==> src/rtl/rxhdr_pkg.sv <==
package rxhdr_pkg;

  typedef enum logic [2:0] {
    FT_TOKEN = 3'd0,
    FT_VOID  = 3'd1,
    FT_SMT   = 3'd2,
    FT_MAC   = 3'd3,
    FT_LLC   = 3'd4,
    FT_RSVD  = 3'd5
  } fc_class_e;

  typedef enum logic [2:0] {
    ST_HUNT,
    ST_FC,
    ST_DA,
    ST_SA,
    ST_RC0,
    ST_RIF
  } hdr_state_e;

  typedef enum logic [1:0] {
    CP_IDLE,
    CP_WAIT_UP,
    CP_ON,
    CP_WAIT_DN
  } cip_phase_e;

  // total count of ones over data, active tags and parity must be odd
  function automatic logic odd_par_ok(input logic [7:0] d, input logic ta,
                                      input logic tb_eff, input logic p);
    return ^{d, ta, tb_eff, p};
  endfunction

  // bit 7 = class bit, bit 6 = long-address bit, bits 5:4 = format
  function automatic fc_class_e fc_classify(input logic [7:0] fc);
    fc_class_e c;
    unique case (fc[5:4])
      2'b00: begin
        if (fc[7]) c = (fc[3:0] == 4'h0) ? FT_TOKEN : FT_MAC;
        else       c = (fc[3:0] == 4'h0) ? FT_VOID  : FT_SMT;
      end
      2'b01:   c = FT_LLC;
      default: c = FT_RSVD;
    endcase
    return c;
  endfunction

  function automatic logic fc_filterable(input logic [7:0] fc);
    fc_class_e c;
    c = fc_classify(fc);
    return fc[6] && (c == FT_MAC || c == FT_LLC || c == FT_RSVD);
  endfunction

  function automatic logic rif_len_bad(input logic [7:0] len);
    return len < 8'd2;
  endfunction

endpackage

==> src/rtl/rxhdr_symdec.sv <==
module rxhdr_symdec
  import rxhdr_pkg::*;
#(
  parameter logic [7:0] SD_CODE = 8'hC5
) (
  input  logic [7:0] rx_byte,
  input  logic       tag_a,
  input  logic       tag_b,
  input  logic       rx_parity,
  input  logic       two_tag_mode,
  output logic       any_ctl,
  output logic       par_ok,
  output logic       sd_hit
);
  logic hi_ctl;
  logic lo_ctl;
  logic tb_eff;

  always_comb begin
    tb_eff  = two_tag_mode & tag_b;
    hi_ctl  = two_tag_mode ? tag_b : tag_a;
    lo_ctl  = tag_a;
    any_ctl = hi_ctl | lo_ctl;
    par_ok  = odd_par_ok(rx_byte, tag_a, tb_eff, rx_parity);
    sd_hit  = hi_ctl & lo_ctl & (rx_byte == SD_CODE);
  end
endmodule

==> src/rtl/rxhdr_track.sv <==
module rxhdr_track
  import rxhdr_pkg::*;
#(
  parameter int ADDR_BYTES = 6,
  parameter int LEN_W      = 5,
  parameter int IDX_W      = $clog2(ADDR_BYTES)
) (
  input  logic             clk,
  input  logic             rst_n,
  input  logic [7:0]       rx_byte,
  input  logic             any_ctl,
  input  logic             par_ok,
  input  logic             sd_hit,
  output logic             ev_fc_go,
  output logic             ev_end,
  output logic             ev_abort,
  output logic             fc_strobe,
  output fc_class_e        fc_class,
  output logic             fc_filter,
  output logic             addr_strobe,
  output logic             addr_sa,
  output logic [IDX_W-1:0] addr_idx,
  output logic [7:0]       addr_byte,
  output logic             rif_present,
  output logic [LEN_W-1:0] rif_len,
  output logic             hdr_done,
  output logic             hdr_err
);
  localparam logic [IDX_W-1:0] LAST_IDX = IDX_W'(ADDR_BYTES - 1);

  hdr_state_e       state, state_n;
  logic [IDX_W-1:0] idx, idx_n;
  logic [LEN_W-1:0] rcnt, rcnt_n;
  logic [LEN_W-1:0] len_q;
  logic             rii_q;
  logic             bad, rii_now;
  logic             take_fc, take_addr, take_rc;

  always_comb begin
    bad       = any_ctl | ~par_ok;
    rii_now   = (idx == '0) ? rx_byte[7] : rii_q;
    state_n   = state;
    idx_n     = idx;
    rcnt_n    = rcnt;
    ev_fc_go  = 1'b0;
    ev_end    = 1'b0;
    ev_abort  = 1'b0;
    take_fc   = 1'b0;
    take_addr = 1'b0;
    take_rc   = 1'b0;
    unique case (state)
      ST_HUNT: if (sd_hit) state_n = ST_FC;
      ST_FC: begin
        if (bad) begin
          ev_abort = 1'b1;
          state_n  = ST_HUNT;
        end else begin
          take_fc = 1'b1;
          if (fc_filterable(rx_byte)) begin
            ev_fc_go = 1'b1;
            state_n  = ST_DA;
            idx_n    = '0;
          end else begin
            state_n = ST_HUNT;
          end
        end
      end
      ST_DA: begin
        if (bad) begin
          ev_abort = 1'b1;
          state_n  = ST_HUNT;
        end else begin
          take_addr = 1'b1;
          if (idx == LAST_IDX) begin
            state_n = ST_SA;
            idx_n   = '0;
          end else begin
            idx_n = idx + 1'b1;
          end
        end
      end
      ST_SA: begin
        if (bad) begin
          ev_abort = 1'b1;
          state_n  = ST_HUNT;
        end else begin
          take_addr = 1'b1;
          if (idx == LAST_IDX) begin
            if (rii_now) begin
              state_n = ST_RC0;
            end else begin
              ev_end  = 1'b1;
              state_n = ST_HUNT;
            end
          end else begin
            idx_n = idx + 1'b1;
          end
        end
      end
      ST_RC0: begin
        if (bad || rif_len_bad(8'(rx_byte[LEN_W-1:0]))) begin
          ev_abort = 1'b1;
          state_n  = ST_HUNT;
        end else begin
          take_rc = 1'b1;
          rcnt_n  = LEN_W'(1);
          state_n = ST_RIF;
        end
      end
      ST_RIF: begin
        if (bad) begin
          ev_abort = 1'b1;
          state_n  = ST_HUNT;
        end else if (rcnt == len_q - 1'b1) begin
          ev_end  = 1'b1;
          state_n = ST_HUNT;
        end else begin
          rcnt_n = rcnt + 1'b1;
        end
      end
      default: state_n = ST_HUNT;
    endcase
  end

  always_ff @(posedge clk) begin
    if (!rst_n) begin
      state       <= ST_HUNT;
      idx         <= '0;
      rcnt        <= '0;
      len_q       <= '0;
      rii_q       <= 1'b0;
      fc_strobe   <= 1'b0;
      fc_class    <= FT_TOKEN;
      fc_filter   <= 1'b0;
      addr_strobe <= 1'b0;
      addr_sa     <= 1'b0;
      addr_idx    <= '0;
      addr_byte   <= '0;
      rif_present <= 1'b0;
      rif_len     <= '0;
      hdr_done    <= 1'b0;
      hdr_err     <= 1'b0;
    end else begin
      state       <= state_n;
      idx         <= idx_n;
      rcnt        <= rcnt_n;
      fc_strobe   <= take_fc;
      addr_strobe <= take_addr;
      hdr_done    <= ev_end;
      hdr_err     <= ev_abort;
      if (take_fc) begin
        fc_class  <= fc_classify(rx_byte);
        fc_filter <= fc_filterable(rx_byte);
      end
      if (ev_fc_go) begin
        rif_present <= 1'b0;
        rif_len     <= '0;
        rii_q       <= 1'b0;
      end
      if (take_addr) begin
        addr_sa   <= (state == ST_SA);
        addr_idx  <= idx;
        addr_byte <= rx_byte;
        if (state == ST_SA && idx == '0) begin
          rif_present <= rx_byte[7];
          rii_q       <= rx_byte[7];
        end
      end
      if (take_rc) begin
        rif_len <= rx_byte[LEN_W-1:0];
        len_q   <= rx_byte[LEN_W-1:0];
      end
    end
  end
endmodule

==> src/rtl/rxhdr_cipgen.sv <==
module rxhdr_cipgen
  import rxhdr_pkg::*;
#(
  parameter int CIP_RISE = 3,
  parameter int CIP_FALL = 7
) (
  input  logic clk,
  input  logic rst_n,
  input  logic ev_fc_go,
  input  logic ev_end,
  input  logic ev_abort,
  output logic cip
);
  localparam int MAXD  = (CIP_RISE > CIP_FALL) ? CIP_RISE : CIP_FALL;
  localparam int CNT_W = $clog2(MAXD + 1);

  cip_phase_e       phase;
  logic [CNT_W-1:0] cnt;

  always_ff @(posedge clk) begin
    if (!rst_n) begin
      phase <= CP_IDLE;
      cnt   <= '0;
      cip   <= 1'b0;
    end else if (ev_abort) begin
      phase <= CP_IDLE;
      cip   <= 1'b0;
    end else if (ev_fc_go) begin
      phase <= CP_WAIT_UP;
      cnt   <= CNT_W'(CIP_RISE - 1);
    end else if (ev_end) begin
      phase <= CP_WAIT_DN;
      cnt   <= CNT_W'(CIP_FALL - 1);
    end else begin
      unique case (phase)
        CP_WAIT_UP: begin
          if (cnt == '0) begin
            cip   <= 1'b1;
            phase <= CP_ON;
          end else begin
            cnt <= cnt - 1'b1;
          end
        end
        CP_WAIT_DN: begin
          if (cnt == '0) begin
            cip   <= 1'b0;
            phase <= CP_IDLE;
          end else begin
            cnt <= cnt - 1'b1;
          end
        end
        default: ;
      endcase
    end
  end
endmodule

==> src/rtl/rxhdr_parser.sv <==
module rxhdr_parser
  import rxhdr_pkg::*;
#(
  parameter logic [7:0] SD_CODE    = 8'hC5,
  parameter int         ADDR_BYTES = 6,
  parameter int         LEN_W      = 5,
  parameter int         CIP_RISE   = 3,
  parameter int         CIP_FALL   = 7,
  parameter int         IDX_W      = $clog2(ADDR_BYTES)
) (
  input  logic             clk,
  input  logic             rst_n,
  input  logic             two_tag_mode,
  input  logic [7:0]       rx_byte,
  input  logic             tag_a,
  input  logic             tag_b,
  input  logic             rx_parity,
  output logic             fc_strobe,
  output logic [2:0]       fc_class,
  output logic             fc_filter,
  output logic             addr_strobe,
  output logic             addr_sa,
  output logic [IDX_W-1:0] addr_idx,
  output logic [7:0]       addr_byte,
  output logic             rif_present,
  output logic [LEN_W-1:0] rif_len,
  output logic             hdr_done,
  output logic             hdr_err,
  output logic             cip
);
  // named internal events, visible to the bound checker
  logic      any_ctl, par_ok, sd_hit;
  logic      ev_fc_go, ev_end, ev_abort;
  fc_class_e fc_class_w;

  rxhdr_symdec #(.SD_CODE(SD_CODE)) u_symdec (
    .rx_byte      (rx_byte),
    .tag_a        (tag_a),
    .tag_b        (tag_b),
    .rx_parity    (rx_parity),
    .two_tag_mode (two_tag_mode),
    .any_ctl      (any_ctl),
    .par_ok       (par_ok),
    .sd_hit       (sd_hit)
  );

  rxhdr_track #(
    .ADDR_BYTES (ADDR_BYTES),
    .LEN_W      (LEN_W),
    .IDX_W      (IDX_W)
  ) u_track (
    .clk         (clk),
    .rst_n       (rst_n),
    .rx_byte     (rx_byte),
    .any_ctl     (any_ctl),
    .par_ok      (par_ok),
    .sd_hit      (sd_hit),
    .ev_fc_go    (ev_fc_go),
    .ev_end      (ev_end),
    .ev_abort    (ev_abort),
    .fc_strobe   (fc_strobe),
    .fc_class    (fc_class_w),
    .fc_filter   (fc_filter),
    .addr_strobe (addr_strobe),
    .addr_sa     (addr_sa),
    .addr_idx    (addr_idx),
    .addr_byte   (addr_byte),
    .rif_present (rif_present),
    .rif_len     (rif_len),
    .hdr_done    (hdr_done),
    .hdr_err     (hdr_err)
  );

  rxhdr_cipgen #(
    .CIP_RISE (CIP_RISE),
    .CIP_FALL (CIP_FALL)
  ) u_cipgen (
    .clk      (clk),
    .rst_n    (rst_n),
    .ev_fc_go (ev_fc_go),
    .ev_end   (ev_end),
    .ev_abort (ev_abort),
    .cip      (cip)
  );

  assign fc_class = fc_class_w;
endmodule

==> config.mk <==
export PLATFORM = sky130hd
export DESIGN_NAME = rxhdr_parser
export DESIGN_NICKNAME = d
export VERILOG_FILES = /design/src/rtl/rxhdr_pkg.sv /design/src/rtl/rxhdr_symdec.sv /design/src/rtl/rxhdr_track.sv /design/src/rtl/rxhdr_cipgen.sv /design/src/rtl/rxhdr_parser.sv
export SDC_FILE = /design/constraint.sdc
export NUM_CORES = 1
export LEC_CHECK = 0
export BUFFER_PORTS_ARGS = -buffer_cell sky130_fd_sc_hd__buf_4
export CORE_ASPECT_RATIO = 1.25
export CORE_UTILIZATION = 60
export DETAILED_ROUTE_END_ITERATION = 16
export PLACE_DENSITY = 0.84
export SYNTH_ARGS = -nofsm -noshare
export SYNTH_HDL_FRONTEND = slang
export SYNTH_SLANG_ARGS = --single-unit
export TNS_END_PERCENT = 30
==> constraint.sdc <==
create_clock -name clk -period 4.04 [get_ports clk]
set_clock_uncertainty 0.15 [all_clocks]
set_input_delay 0.606 -clock clk [delete_from_list [all_inputs] [get_ports clk]]
set_output_delay 0.606 -clock clk [all_outputs]
set_load 0.1 [all_outputs]
Word level (Yosys, flattened, before mapping)
Index checks and enable logic that the tools add are counted.
{"block": "totals", "reg_bits": 49, "latchBits": 0, "mem_bits_rw": 0, "romBits": 0, "input_bits": 14, "output_inout_bits": 27, "elab_cells": 174, "n_memories": 0}
{"block": "op_classes", "n_addsub": 4, "multipliers": 0, "div_mod_pow": 0, "order_cmp": 1, "n_eq_ne": 36, "shift": 0, "n_mux": 70, "n_bitwise": 10, "reduce_logical": 33}
{"op": "$mux 3", "n": 25}
{"op": "$mux 1", "n": 26}
{"op": "$mux 5", "n": 5}
{"op": "$eq 3x3->1 const B", "n": 7}
{"op": "$pmux 3 s6", "n": 1}
{"op": "$ne 2x2->1 const B", "n": 8}
{"op": "$eq 3x2->1 const B", "n": 4}
{"op": "$mux 2", "n": 6}
{"op": "$reduce_xor 11->1", "n": 1}
{"op": "$pmux 5 s2", "n": 1}
{"op": "$logic_not 3->1", "n": 3}
{"op": "$ne 3x1->1 const B", "n": 3}
{"op": "$pmux 3 s3", "n": 1}
{"op": "$reduce_and 3->1", "n": 3}
{"op": "$reduce_bool 3->1", "n": 3}
{"op": "$eq 8x8->1 const B", "n": 1}
{"op": "$ne 4x3->1 const B", "n": 2}
{"op": "$reduce_and 4->1", "n": 2}
{"op": "$ne 2x1->1 const B", "n": 3}
{"op": "$ne 3x2->1 const B", "n": 2}
{"op": "$pmux 1 s2", "n": 3}
{"op": "$pmux 3 s2", "n": 1}
{"op": "$reduce_and 6->1", "n": 1}
{"op": "$reduce_bool 2->1", "n": 3}
{"op": "other kinds (23)", "n": 39}

Longest topological paths before layout
Gate-level depths: netlist (run 1).
{"block": "logic_depth", "word_depth": 16, "ltp_mapped": 10, "ltp_nobuf": 8}

Cells and area by module
From an unflattened synthesis (run 1), not the netlist that was laid out.
{"block": "unflattened", "hier_cells": 277, "hier_area_um2": 2448.6}
{"module": "rxhdr_track", "n_inst": 1, "cells_per_inst": 225, "area_each_um2": 1986.9, "seq_area_each_um2": 860.8}
{"module": "rxhdr_cipgen", "n_inst": 1, "cells_per_inst": 37, "area_each_um2": 327.8, "seq_area_each_um2": 120.1}
{"module": "rxhdr_symdec", "n_inst": 1, "cells_per_inst": 15, "area_each_um2": 133.9, "seq_area_each_um2": 0.0}

Worst setup path after synthesis (run 1)
Ideal clock, no wire load.
{"block": "synth_timing", "kind": "input to register", "from": "input port rx_byte[1]", "to": "register u_track.rcnt[3]", "setup_ns": 0.070, "t_arrival_ns": 2.644, "required_ns": 3.820, "slack_ns": 1.176, "path_stages": 10, "path_buffers": 2, "path_cell_list": "inv_1 > ha_1 > xor2_1 > xnor3_2 > nand2b_4 > buf_6 > and2_4 > buf_6 > or4_1 > a21boi_1"}
{"block": "synth_between", "elab_chain_cells": 6, "word_cells_on_any_way": 8, "cone_classes": "order compare: 1; eq/ne: 2; bitwise: 2; reduce/logical: 3"}
{"item": "start, declared", "line": "rxhdr_parser.sv:14", "text": "input logic [7:0] rx_byte,"}
{"item": "branches (longest 5 deep; another with $lt 5x2->1)"}
{"item": "$reduce_and 4->1 (no source line) (*)"}
{"item": "end signal, assigned", "line": "rxhdr_track.sv:146", "text": "rcnt <= rcnt_n;"}
{"item": "end, declared", "line": "rxhdr_track.sv:33", "text": "logic [LEN_W-1:0] rcnt, rcnt_n;"}
Every way passes the cells marked *.
A chain may end at the register's enable or synchronous reset.

Worst setup path in the final report (run 1)
{"block": "layout_timing", "from": "input port rx_byte[1]", "to": "register u_track.addr_idx[0]"}
{"block": "layout_between", "elab_chain_cells": 5}
{"item": "$reduce_xor 11->1", "line": "rxhdr_pkg.sv:31", "text": "return ^{d, ta, tb_eff, p};"}
{"item": "$not 1->1", "line": "rxhdr_track.sv:40", "text": "bad = any_ctl | ~par_ok;"}
{"item": "$or 1x1->1", "line": "rxhdr_track.sv:40"}
{"item": "$mux 1", "line": "rxhdr_track.sv:69, rxhdr_track.sv:83"}
{"item": "$mux 1"}
{"item": "end signal, assigned", "line": "rxhdr_track.sv:162", "text": "addr_idx <= idx;"}
{"item": "end, declared", "line": "rxhdr_track.sv:22", "text": "output logic [IDX_W-1:0] addr_idx,"}
No other way between the ends.

==> flow_metrics.tcl, run 1 <==
set metrics [dict create \
    post_cts_resized 0 \
    power.density_cell_area_nw_per_um2 340 \
    die_w_um 59.5 \
    setup.worst_path.end_class "flip-flop" \
    cp_slowest_cell "sky130_fd_sc_hd__nor2b_1" \
    critPathLaunch "rx_byte[1]" \
    rows 25 \
    area_delta_synth_final_pct 15.6 \
    intPower_mw 0.679 \
    final-max-slew-violation-count 0 \
    cts_hold_buf 0 \
    final_nets 355 \
    r2r-end "u_track.rcnt[1]" \
    synth.top_cells.by_area "sky130_fd_sc_hd__dfxtp_1 39%, sky130_fd_sc_hd__nand2_1 8.0%, sky130_fd_sc_hd__a21oi_1 6.9%, sky130_fd_sc_hd__ha_1 4.5%, sky130_fd_sc_hd__nor2_1 3.2%" \
    tightest_slew_ns 0.790 \
    grt_start_max_net_pins 24 \
    power.sequential.fraction_pct 51.9 \
    share_comb_of_total_power_pct 18.4 \
    cts_made_buffers 5 \
    rsz0062_at_grt "no" \
    clock_insertion_delay_worst_skew_ns 0.31 \
    tritoncts_num_sinks 49 \
    hp-class "flip-flop to flip-flop" \
    drive_above_1_share_pct 16.8 \
    crit_path_cell_trace "buf_4, inv_1, ha_1, xor2_1, xnor3_2, nor2b_1, nand2_1, nand2_1, a21oi_1" \
    n_antenna_cell 0 \
    timing.max_cap.violations 0 \
    async_reset_ff_share_pct 0 \
    status "complete, no violations" \
    initial_utilization_pct 64.0 \
    synth_flop_cell "sky130_fd_sc_hd__dfxtp_1" \
    antenna_found_initial 0 \
    drt_wl_cell_um 14.5 \
    achievable-frequency_mhz 335 \
    post-route-drc-count 0 \
    detail_route.iter0.violations 139 \
    1st_pass_router_iterations 4 \
    cp.depth 9 \
    vdd.ir_drop.worst_mv 0.247 \
    setup_slack_of_the_worst_register_to_register_path_ns 1.58 \
    avgSynthCellArea_um2 8.31 \
    grt_pass1_vias 2081 \
    worstPathRequired_ns 4.06 \
    critPathKind "primary input to flip-flop" \
    p_sw_mw 0.296 \
    boundaryPins 41 \
    crit-reg2reg-launch "u_track.len_q[0]" \
    clock_pin_slew_worst_setup_and_hold_paths_ns 0.09 \
    worst_slew_margin_relative_to_its_limit_pct 47.2 \
    design.core.area_um2 3880 \
    synth_area_um2 2480 \
    layout_common_cells "53 x sky130_fd_sc_hd__nand2_1, 49 x sky130_fd_sc_hd__dfxtp_1, 42 x sky130_fd_sc_hd__buf_4, 34 x sky130_fd_sc_hd__a21oi_1, 21 x sky130_fd_sc_hd__nor2_1" \
    floorplan.die_area_um2 4400 \
    postCtsSetupRepairBufs 0 \
    clk_root_buffer_cell "sky130_fd_sc_hd__clkbuf_8" \
    layout.cells.most_common "sky130_fd_sc_hd__nand2_1" \
    synth.largest_area_cell "sky130_fd_sc_hd__dfxtp_1" \
    cts-root-to-sink-buffers 2 \
    power_frac_clock_pct 29.7 \
    path_common_cell "sky130_fd_sc_hd__nand2_1" \
    static-leakage-power_nw 1.12 \
    count_of_final_setup_violators 0 \
    synth.distinct_cells 55 \
    post-route-period-util_pct 74.0 \
    min_delay_worst_endpoint "u_track.addr_byte[5]" \
    crit_family "simple AND/OR/NAND/NOR gates" \
    vias 2240 \
    seq_total_area_yosys_pct 39.5 \
    cts.htree.levels 2 \
    global_route.usage.total_pct 27.5 \
    worstPathArrival_ns 3.01 \
    grt_pass1_wl_mm 9.26 \
    finalSetupTns_ns 0 \
    hp-start "u_track.addr_byte[5]" \
    gp_routability_congestion 0.885 \
    detail_route.vias_per_cell 5.79 \
    drt.antenna.violating_nets 0 \
    routed_wl_mm 5.61 \
    tritoncts "done" \
    final_util_pct 74.0 \
    netlist.area_leader.share_pct 39.5 \
    sw_frac_of_total_pct 30.3 \
    dp.final_hpwl_mm 4.17 \
    holdPathStages 2 \
    synth-warning-count 0 \
    fin_crit_ns 2.99 \
    cp.buffers_inverters 2 \
    synth.ff_latch_count 49 \
    synth_enable_flop_cells 0 \
    netlist_instances 299 \
    overflow 0 \
    rr_worst_depth 8 \
    synth.net_count 322 \
    critical_path.max_stage_delay_ns 0.56 \
    fillers 316 \
    count_of_endpoints_failing_hold_in_the_final_timing_report 0 \
    worst_setup_sp_type "primary input" \
    portbufs 40 \
    die_y_extent_um 73.9 \
    critPathMaxFanout 13 \
]
-- cell usage after synthesis, types with 2 or more instances --
cell type	count
sky130_fd_sc_hd__o21ai_0	14
sky130_fd_sc_hd__o31ai_1	2
sky130_fd_sc_hd__nand2_1	53
sky130_fd_sc_hd__nand3_1	8
sky130_fd_sc_hd__inv_1	14
sky130_fd_sc_hd__a21boi_0	2
sky130_fd_sc_hd__nand2b_1	6
sky130_fd_sc_hd__nor2_1	21
sky130_fd_sc_hd__or4_1	2
sky130_fd_sc_hd__o211ai_1	2
sky130_fd_sc_hd__o2111a_1	2
sky130_fd_sc_hd__a21boi_1	2
sky130_fd_sc_hd__nand4_1	2
sky130_fd_sc_hd__mux2i_1	5
sky130_fd_sc_hd__clkbuf_1	12
sky130_fd_sc_hd__xnor2_1	3
sky130_fd_sc_hd__ha_1	9
sky130_fd_sc_hd__nor4_1	3
sky130_fd_sc_hd__xor2_1	6
sky130_fd_sc_hd__nor3_1	4
sky130_fd_sc_hd__buf_6	3
sky130_fd_sc_hd__nor2b_1	4
sky130_fd_sc_hd__or3_1	4
sky130_fd_sc_hd__o21bai_1	2
sky130_fd_sc_hd__a211oi_1	3
sky130_fd_sc_hd__dfxtp_1	49
sky130_fd_sc_hd__a21oi_1	34
-- through the flow --
| stage | area, µm² | setup slack [ns] | hold slack (ns) | total power [mW] | instances |
|---|---|---|---|---|---|
| final | 2870 | 1.05 | 0.311 | 0.975 | 387 |
| after global routing | 2870 | 0.857 | 0.330 | 1.01 | 387 |
| after CTS | 2870 | 1.07 | 0.313 | 0.979 | 387 |
| after detailed placement | 2780 | 0.804 | 0.299 | 0.695 | 379 |
| after global placement | 2780 | 0.833 | 0.295 | 0.694 | 379 |
| after floorplan | 2480 | 1.18 | 0.294 | 0.656 | 299 |
-- power groups by stage --
stage          sequential, mW  combinational (mW)  clock, mW
2_1_floorplan           0.539               0.116          0
3_3_place_gp            0.518               0.176          0
3_5_place_dp            0.518               0.177          0
4_1_cts                 0.506               0.179      0.293
5_1_grt                 0.508               0.193      0.311
6_report                0.506               0.180      0.290
-- registers in the layout (all words and copies together) (netlist names), 2 cells and up --
name,flops
u_track.rif_len,5
u_track.addr_idx,3
u_cipgen.phase,2
u_track.len_q,5
u_track.rcnt,5
u_track.idx,3
u_track.fc_class,3
u_track.state,3
u_track.addr_byte,8
u_cipgen.cnt,3
-- how the worst max path moves through the flow --
| stage | to |
|---|---|
| after floorplan | u_track.rcnt[3] |
| after global placement | u_track.addr_byte[1] |
| after detailed placement | u_track.addr_idx[0] |
| after CTS | u_track.addr_idx[0] |
| after global routing | u_track.addr_byte[3] |
| final | u_track.addr_idx[0] |
-- worst reg2reg max path: cells and delay by family, from the launching register on --
kind                     cells  cell delay (ns)
flip-flops                   1             0.41
adder cells (fa/ha/maj)      1             0.31
AO/OA/AOI/OAI                5             1.35
buffers and inverters        1             0.07
XOR/XNOR                     1             0.13
-- cells by family after synthesis --
| logic type | after synthesis | share of synthesized area, % |
|---|---|---|
| AO/OA/AOI/OAI | 76 | 19.3 |
| XOR/XNOR | 12 | 6.15 |
| adder cells (fa/ha/maj) | 9 | 4.53 |
| buffers and inverters | 30 | 5.49 |
| flip-flops | 49 | 39.5 |
| multiplexers | 5 | 2.02 |
| AND/OR/NAND/NOR | 118 | 23.0 |
-- layout make-up --
type	count	area, µm²	area share [%]
multi-input combinational	220	1370	47.6
inverter	14	52.6	1.83
timing repair buffer	42	315	11.0
clock inverter	2	15.0	0.523
sequential	49	981	34.2
tap	54	67.6	2.35
clock buffer	6	72.6	2.53
-- per-layer routing --
metal / vias up / track usage, % / wire length, µm
li1: 1102 / - / -
met1: 1048 / 33.6 / 2340
met2: 78 / 48.1 / 2880
met3: 12 / 3.65 / 281
met4: 0 / 12.4 / 107
met5: - / 0 / 0
Power figures use the tool's default switching activity.
==> run 2, diff against run 1 <==
- CORE_UTILIZATION: 60 -> 50
- PLACE_DENSITY: 0.84 -> 0.75
- clock period: 4.04 -> 2.5 ns (I/O delays scaled with it)
==> run 2 against run 1 <==
  * Count of clock-buffer cells in the layout did not move
  * Via count rose by 2.3%
  * Combinational power rose by 100%
  * Clock power rose by 60%
  * Register-to-register slack got worse by 1.5 ns
  * Worst setup slack got worse by 0.93 ns
  * Non-clock buffer count rose by 20
  * Cell count rose by 6.7%
  * Hold slack got worse by 0.13 ns
  * Power rose by 67%
  * Sequential power rose by 58%
  * First-iteration DRC count fell by 2.9%
  * Critical path type is now flip-flop to flip-flop
  * Largest cell class unchanged
  * Largest power group unchanged
==> flow_metrics.tcl, run 2 (same netlist as run 1, synthesis figures left out) <==
set metrics [dict create \
    fillers 431 \
    sw_frac_of_total_pct 29.9 \
    routed_wl_mm 5.84 \
    timing.max_cap.violations 0 \
    vias 2291 \
    antenna_found_initial 0 \
    intPower_mw 1.14 \
    global_route.usage.total_pct 23.7 \
    initial_utilization_pct 52.1 \
    boundaryPins 41 \
    dp.final_hpwl_mm 4.49 \
    hp-class "primary input to flip-flop" \
    layout_common_cells "62 x sky130_fd_sc_hd__buf_4, 53 x sky130_fd_sc_hd__nand2_1, 49 x sky130_fd_sc_hd__dfxtp_1, 34 x sky130_fd_sc_hd__a21oi_1, 21 x sky130_fd_sc_hd__nor2_1" \
    largest_register_ff_count 8 \
    count_of_final_setup_violators 0 \
    grt_pass1_vias 2150 \
    crit_family "compound AO/OA/AOI/OAI gates" \
    worst_setup_sp_type "flip-flop" \
    die_y_extent_um 80.8 \
    layout.cells.most_common "sky130_fd_sc_hd__buf_4" \
    detail_route.iter0.violations 135 \
    count_of_endpoints_failing_hold_in_the_final_timing_report 0 \
    post-route-drc-count 0 \
    cts_made_buffers 5 \
    portbufs 40 \
    share_comb_of_total_power_pct 22.4 \
    largest-register "u_track.addr_byte" \
    final_nets 375 \
    multiInputGateArea_um2 1380 \
    achievable-frequency_mhz 420 \
    tritoncts "done" \
    final-max-slew-violation-count 0 \
    status "complete, no violations" \
    worstPathRequired_ns 2.53 \
    drt.antenna.violating_nets 0 \
    rows 28 \
    crit_path_cell_trace "inv_1, ha_1, xnor2_1, a211oi_1, o211ai_1, a21oi_1, buf_4, nor3b_1, mux2i_1" \
    critPathKind "flip-flop to flip-flop" \
    setup.worst_path.end_class "flip-flop" \
    fin_crit_ns 2.38 \
    drt_wl_cell_um 14.1 \
    tightest_slew_ns 0.643 \
    1st_pass_router_iterations 4 \
    cts-root-to-sink-buffers 2 \
    grt_pass1_wl_mm 9.67 \
    cp_slowest_cell "sky130_fd_sc_hd__dfxtp_1" \
    timing.final.ws_setup_ns 0.118 \
    cts.htree.levels 2 \
    drive_above_1_share_pct 22.1 \
    grt_start_max_net_pins 22 \
    clock_insertion_delay_worst_skew_ns 0.30 \
    tritoncts_num_sinks 49 \
    detail_route.vias_per_cell 5.55 \
    static-leakage-power_nw 1.22 \
    power.sequential.fraction_pct 49.1 \
    post-route-period-util_pct 95.3 \
    floorplan.die_area_um2 5260 \
    critPathMaxFanout 4 \
    area_delta_synth_final_pct 22.4 \
    post_cts_resized 0 \
    rsz0062_at_grt "no" \
    dp_cells 404 \
    power.density_cell_area_nw_per_um2 536 \
    vdd.ir_drop.worst_mv 0.410 \
    gp_routability_congestion 0.851 \
    worst_slew_margin_relative_to_its_limit_pct 57.1 \
    n_antenna_cell 0 \
    ff_latch_area_um2 981 \
    clk_root_buffer_cell "sky130_fd_sc_hd__clkbuf_8" \
    die_w_um 65.0 \
    power_frac_clock_pct 28.5 \
    cp.buffers_inverters 2 \
    worstPathArrival_ns 2.42 \
    detailedPlace.worstSlack_ns -0.0678 \
    overflow 0 \
    p_sw_mw 0.487 \
    fin_cells 413 \
    critical_path.max_stage_delay_ns 0.41 \
    design.core.area_um2 4760 \
    clock_pin_slew_worst_setup_and_hold_paths_ns 0.09 \
]
run 2: cell count changes in the layout (fill, tap and decap cells not counted), sizes merged:
cell      previous run  this run
buf                 42        62
clkinvlp             2         0
inv                 14        15
clkinv               0         1
run 2: final timing paths:
path | startpoint | endpoint | slack, ns | cells past startpoint
max reg2reg | u_track.len_q[0] | u_track.rcnt[2] | 0.12 | 9
min | rx_byte[3] | u_track.addr_byte[3] | 0.18 | 3
min reg2reg | u_track.addr_idx[2] | u_track.addr_idx[2] | 0.31 | 2
max | u_track.len_q[0] | u_track.rcnt[2] | 0.12 | 9
run 2: area by class of cell:
type | instances | area share [%]
timing repair buffer | 62 | 15.3
inverter | 14 | 1.73
sequential | 49 | 32.3
tap | 60 | 2.47
clock inverter | 2 | 0.453
clock buffer | 6 | 2.39
multi-input combinational | 220 | 45.4
run 2: timing repair:
item	4_1_cts	5_1_grt
endpoints found under the hold margin	0	0
hold buffers	0	0
setup endpoints to repair	0	2
buffers inserted	0	1
run 2: power groups by stage:
stage	clock [mW]	combinational, mW	sequential, mW
3_5_place_dp	0	0.363	0.819
2_1_floorplan	0	0.191	0.872
6_report	0.465	0.365	0.801
3_3_place_gp	0	0.357	0.819
4_1_cts	0.474	0.364	0.801
5_1_grt	0.501	0.393	0.803
run 2: routing by layer:
metal | GRT usage (%) | up-vias | routed length, µm
met1 | 28.0 | 1092 | 2520
met4 | 9.35 | 0 | 108
met3 | 4.21 | 10 | 225
li1 | - | 1145 | -
met2 | 42.3 | 44 | 2980
met5 | 0 | - | 0
run 2: worst reg2reg max path, cell delays in order, from the launching register on:
cell	delay, ns
sky130_fd_sc_hd__dfxtp_1	0.41
sky130_fd_sc_hd__inv_1	0.06
sky130_fd_sc_hd__ha_1	0.30
sky130_fd_sc_hd__xnor2_1	0.13
sky130_fd_sc_hd__a211oi_1	0.30
sky130_fd_sc_hd__o211ai_1	0.21
sky130_fd_sc_hd__a21oi_1	0.33
sky130_fd_sc_hd__buf_4	0.19
sky130_fd_sc_hd__nor3b_1	0.06
sky130_fd_sc_hd__mux2i_1	0.12
run 2: per-stage QoR:
step | instance area (µm²) | total power, mW | hold slack, ns | TNS (ns) | util, %
final | 3040 | 1.63 | 0.182 | 0 | 63.8
after global routing | 3040 | 1.70 | 0.187 | 0 | 63.8
after CTS | 3030 | 1.64 | 0.177 | 0 | 63.6
after detailed placement | 2950 | 1.18 | 0.299 | -0.200 | 61.8
after global placement | 2950 | 1.18 | 0.294 | 0 | 61.8
after floorplan | 2500 | 1.06 | 0.294 | -0.00240 | -
